## src/rtl/fl_pkg.sv

```systemverilog
package fl_pkg;
  typedef enum logic {
    XFER_RD = 1'b0,
    XFER_WR = 1'b1
  } xfer_kind_t;
endpackage

```

## src/rtl/fl_seq.sv

```systemverilog
// Access sequencer: latches the address and kind, counts edges since latch.
module fl_seq
  import fl_pkg::*;
#(
  parameter int ADDR_W = 24,
  parameter int PH_W   = 3
) (
  input  logic              clk,
  input  logic              rst,
  input  logic              cs_n,
  input  logic              lat_n,
  input  logic              we_n,
  input  logic [ADDR_W-1:0] addr,
  output logic              start,
  output logic              active,
  output xfer_kind_t        kind,
  output logic [PH_W-1:0]   phase,
  output logic [ADDR_W-1:0] addr_q
);
  localparam logic [PH_W-1:0] PH_MAX = {PH_W{1'b1}};

  assign start = ~cs_n & ~lat_n;

  always_ff @(posedge clk) begin
    if (rst) begin
      active <= 1'b0;
      kind   <= XFER_RD;
      phase  <= '0;
      addr_q <= '0;
    end else if (start) begin
      active <= 1'b1;
      kind   <= we_n ? XFER_RD : XFER_WR;
      phase  <= PH_W'(1);
      addr_q <= addr;
    end else if (cs_n) begin
      active <= 1'b0;
      phase  <= '0;
    end else if (active && phase != PH_MAX) begin
      phase <= phase + PH_W'(1);
    end
  end
endmodule

```

## src/rtl/fl_wr_path.sv

```systemverilog
// Write path: captures data at a fixed edge, strobes one clock later.
module fl_wr_path
  import fl_pkg::*;
#(
  parameter int DATA_W    = 32,
  parameter int PH_W      = 3,
  parameter int WR_OFFSET = 4
) (
  input  logic              clk,
  input  logic              rst,
  input  logic              cs_n,
  input  logic              active,
  input  xfer_kind_t        kind,
  input  logic [PH_W-1:0]   phase,
  input  logic [DATA_W-1:0] dq_i,
  output logic              wr_stb,
  output logic [DATA_W-1:0] wdata
);
  logic cap;
  logic pend;

  assign cap = active && !cs_n && kind == XFER_WR && phase == PH_W'(WR_OFFSET);

  always_ff @(posedge clk) begin
    if (rst) begin
      pend   <= 1'b0;
      wr_stb <= 1'b0;
      wdata  <= '0;
    end else begin
      pend   <= cap;
      wr_stb <= pend;
      if (cap) wdata <= dq_i;
    end
  end
endmodule

```

## src/rtl/fl_rd_path.sv

```systemverilog
// Read path: strobe right after latch, capture after the source latency, pad drive.
module fl_rd_path #(
  parameter int DATA_W = 32,
  parameter int RD_LAT = 1
) (
  input  logic              clk,
  input  logic              rst,
  input  logic              start,
  input  logic              we_n,
  input  logic              cs_n,
  input  logic              oe_n,
  input  logic [DATA_W-1:0] rdata,
  output logic              rd_stb,
  output logic [DATA_W-1:0] dq_o,
  output logic              dq_oe
);
  logic [RD_LAT-1:0] pipe;
  logic              rd_active;

  generate
    if (RD_LAT == 1) begin : g_lat1
      always_ff @(posedge clk) begin
        if (rst) pipe <= '0;
        else     pipe <= rd_stb;
      end
    end else begin : g_latn
      always_ff @(posedge clk) begin
        if (rst) pipe <= '0;
        else     pipe <= {pipe[RD_LAT-2:0], rd_stb};
      end
    end
  endgenerate

  always_ff @(posedge clk) begin
    if (rst) begin
      rd_stb    <= 1'b0;
      rd_active <= 1'b0;
      dq_o      <= '0;
    end else begin
      rd_stb <= start & we_n;
      if (start)     rd_active <= we_n;
      else if (cs_n) rd_active <= 1'b0;
      if (pipe[RD_LAT-1]) dq_o <= rdata;
    end
  end

  assign dq_oe = rd_active & ~oe_n & ~cs_n;
endmodule

```

## src/rtl/fixlat_bus_slave.sv

```systemverilog
module fixlat_bus_slave
  import fl_pkg::*;
#(
  parameter int ADDR_W    = 24,
  parameter int DATA_W    = 32,
  parameter int WR_OFFSET = 4,
  parameter int RD_LAT    = 1
) (
  input  logic              clk,
  input  logic              rst,
  input  logic              bus_cs_n,
  input  logic              bus_lat_n,
  input  logic              bus_we_n,
  input  logic              bus_oe_n,
  input  logic [ADDR_W-1:0] bus_addr,
  input  logic [DATA_W-1:0] bus_dq_i,
  output logic [DATA_W-1:0] bus_dq_o,
  output logic              bus_dq_oe,
  output logic              bus_wait_n,
  output logic [ADDR_W-1:0] reg_addr,
  output logic              reg_wr,
  output logic [DATA_W-1:0] reg_wdata,
  output logic              reg_rd,
  input  logic [DATA_W-1:0] reg_rdata
);
  localparam int PH_W = $clog2(WR_OFFSET + 2);

  logic            start;
  logic            active;
  xfer_kind_t      kind;
  logic [PH_W-1:0] phase;

  assign bus_wait_n = 1'b1;

  fl_seq #(.ADDR_W(ADDR_W), .PH_W(PH_W)) u_seq (
    .clk(clk), .rst(rst), .cs_n(bus_cs_n), .lat_n(bus_lat_n), .we_n(bus_we_n),
    .addr(bus_addr), .start(start), .active(active), .kind(kind),
    .phase(phase), .addr_q(reg_addr)
  );

  fl_wr_path #(.DATA_W(DATA_W), .PH_W(PH_W), .WR_OFFSET(WR_OFFSET)) u_wr (
    .clk(clk), .rst(rst), .cs_n(bus_cs_n), .active(active), .kind(kind),
    .phase(phase), .dq_i(bus_dq_i), .wr_stb(reg_wr), .wdata(reg_wdata)
  );

  fl_rd_path #(.DATA_W(DATA_W), .RD_LAT(RD_LAT)) u_rd (
    .clk(clk), .rst(rst), .start(start), .we_n(bus_we_n), .cs_n(bus_cs_n),
    .oe_n(bus_oe_n), .rdata(reg_rdata), .rd_stb(reg_rd), .dq_o(bus_dq_o),
    .dq_oe(bus_dq_oe)
  );
endmodule

```

## config.mk

```make
export PLATFORM = sky130hd
export DESIGN_NAME = fixlat_bus_slave
export DESIGN_NICKNAME = d
export VERILOG_FILES = /design/src/rtl/fl_pkg.sv /design/src/rtl/fl_seq.sv /design/src/rtl/fl_wr_path.sv /design/src/rtl/fl_rd_path.sv /design/src/rtl/fixlat_bus_slave.sv
export SDC_FILE = /design/constraint.sdc
export NUM_CORES = 1
export LEC_CHECK = 0
export ABC_AREA = 1
export BUFFER_PORTS_ARGS = -buffer_cell sky130_fd_sc_hd__buf_2
export CAP_MARGIN = 15
export CORE_MARGIN = 5
export CORE_UTILIZATION = 40
export CTS_BUF_LIST = sky130_fd_sc_hd__clkbuf_2
export CTS_CLUSTER_SIZE = 40
export DETAILED_ROUTE_END_ITERATION = 7
export PLACE_DENSITY = 0.8
export RECOVER_POWER = 50
export SYNTH_ARGS = -nofsm -noshare
export SYNTH_HDL_FRONTEND = slang
export SYNTH_HIERARCHICAL = 1
export SYNTH_SLANG_ARGS = --single-unit
```

## constraint.sdc

```tcl
create_clock -name clk -period 1.42 [get_ports clk]
set_input_delay 0.142 -clock clk [delete_from_list [all_inputs] [get_ports clk]]
set_output_delay 0.142 -clock clk [all_outputs]
set_load 0.1 [all_outputs]
```

==> flow_summary.yaml <==
run_status:
  status: "complete, but fails checks"
  violations: "negative setup slack"
routing:
  first_pass_iters: 7
  dr.first_iter.drc_count: 283
  totalWireLength_um: 15330
  ant_nets: 0
  wl_per_cell_um: 15.50
  drc: 0
  vias_per_cell: 4.876
  vias: 4822
clock_tree:
  h-tree-depth: 3
  cts-root-buf: "clkbuf_2"
  numCtsBuffers: 9
  cts.sinks: 98
  clk_latency_ps: 550
  cts_tree: "yes"
  clock_path_buffers: 2
  clk_transition_reported_paths_ps: 270
floorplan:
  die-area_um2: 12810
  die_w_um: 113.2
  num_io_pins: 186
  start_util: 0.4107
  fp-row-count: 37
  core_area_um2: 10370
  die_y_um: 113.2
timing:
  maxSlewHeadroom: 0.6209
  maxSlewViolCount: 0
  finalHoldViolations: 0
  fin_ws_ps: -59.54
  grt_setup_unrepaired: "yes"
  layout_min_cycle_time_ps: 1480
  max_freq_mhz: 675.9
  setup_tns_ps: -59.54
  tightestPinTransition_ps: 567.9
  setup_viol: 1
  fin_crit_sh: 1.042
  finalClockSkew_ps: 42.14
yosys:
  syn_area_um2: 4259
  synth_area_per_cell_um2: 7.394
  yosysUniqueCellTypes: 26
  synth_warnings: 6
  synthCells: 576
  ys_seq_elements: 98
  synthesis.nets: 672
  seq_area_frac_synth: 0.4606
  synthArstFlopShare: 0
  synth-edff-count: 0
  yosys_most_used_dff: "dfxtp_1"
pwr:
  p_leak_nw: 3.407
  p_per_area_nw_per_um2: 784.2
  vdd_drop_max_mv: 0.5444
  power_mw: 5.648
job:
  drv_cap: 0
global_route:
  track_usage: 0.2139
  antenna_found_initial: 1
  overflow: 0
  grt_start_max_net_pins: 34
  grt_pass1_vias: 4742
  grt_pass1_wl_um: 22310
placed_design:
  hpwl_um: 7762
  gp_congestion: 0.7896
  dpl.cell_count: 875
  io_buffer_count: 184
  postPlaceCellArea_um2: 5213
worst_setup_path:
  crit_path_end_kind: "output pin"
  critPathArrivalTime_ps: 1340
  crit_fanout: 2
  criticalPathCategory: "reg -> out"
  required_ps: 1280
  start_kind: "register"
final_layout:
  final_cell_mix: "nor2_1 (137), dlygate4sd3_1 (94), buf_2 (93)"
  drive_gt1_frac: 0.3948
  nNetsFinal: 942
  final_cell_count_no_fill: 989
  finish.utilization: 0.6946
  final_common_cell: "nor2_1"
  design_area_um2: 7203
  area_growth_pct: 69.12
hold_path:
  hold_path_class: "in -> reg"
## power breakdown
group          internal [mW]  total, mW  switching [mW]
registers               2.84       2.91          0.0698
clock network          0.399       1.33           0.926
logic                  0.542       1.41           0.871
total                   3.78       5.65            1.87
## metrics by stage
stage	worst slack [ps]	hold WS (ps)
2_1_floorplan	134.6	213.2
3_3_place_gp	251.1	373.0
3_5_place_dp	218.3	380.7
4_1_cts	-119.0	10.49
5_1_grt	-177.9	4.945
6_report	-59.54	77.60
## Yosys cell counts, types with 3 or more instances
cell type | count | share of area
nor2_1 | 137 | 0.12
inv_2 | 3 | 0.0026
nand2_1 | 88 | 0.078
nor2_4 | 3 | 0.0079
buf_8 | 4 | 0.014
buf_1 | 3 | 0.0026
o21ai_2 | 3 | 0.0062
o21ai_1 | 14 | 0.016
buf_4 | 3 | 0.0053
nor3_1 | 26 | 0.031
nand2_2 | 21 | 0.031
buf_6 | 7 | 0.019
o21ai_0 | 7 | 0.0082
nand4_1 | 32 | 0.047
buf_2 | 15 | 0.018
nor2_2 | 25 | 0.037
dfxtp_1 | 98 | 0.46
inv_1 | 73 | 0.064
nand3_1 | 3 | 0.0035
## area by class of cell
class	instances	area (um^2)
inverters	76	285.3
flip-flops and latches	98	2043
clock buffers	10	50.05
clock inverters	6	57.56
repair buffers	295	2872
fillers	710	3167
diodes	2	5.005
well taps	136	170.2
multi-input cells	366	1720
## kinds of logic after synthesis
kind of cell | share of synthesized area
AO/OA/AOI/OAI | 0.03496
adder cells (fa/ha/maj) | 0.005875
buffers and inverters | 0.1381
flip-flops | 0.4606
other | 0.0008805
AND/OR/NAND/NOR | 0.3596
## sequential cells by signal, summed over array words and instances (netlist names)
signal,cells
u_rd/dq_o,32
u_rd/pipe,1
u_rd/rd_active,1
u_rd/rd_stb,1
u_seq/active,1
u_seq/addr_q,24
u_seq/kind,1
u_seq/phase,3
u_wr/pend,1
u_wr/wdata,32
u_wr/wr_stb,1
## critical path, stage by stage (launching register included)
cell	delay, ps
dfxtp_2	400
inv_2	40
nor3_4	140
buf_12	200
## metal layers
layer  GRT usage  part of all wire
met1      0.2326              0.36
met2      0.3859              0.53
met4      0.1114             0.047
met3     0.04813             0.063
met5           0                 0
## final timing paths
path | from | endpoint | slack [ps] | cells after the start
max | u_rd/rd_active | bus_dq_oe | -60 | 3
min | rst | u_seq/addr_q[20] | 80 | 5
max reg2reg | u_seq/phase[0] | u_seq/phase[0] | 110 | 7
min reg2reg | u_wr/pend | u_wr/wr_stb | 420 | 2
## what timing repair did
| action | in CTS | in global routing |
|---|---|---|
| endpoints found under the setup margin | 91 | 93 |
| hold endpoints to repair | 98 | 0 |
| setup buffers | 0 | 1 |
| gates resized for setup | 148 | 171 |
| pin swaps | 0 | 1 |
| hold buffers | 95 | 0 |
Note: power is estimated with default switching activity, not from simulation.
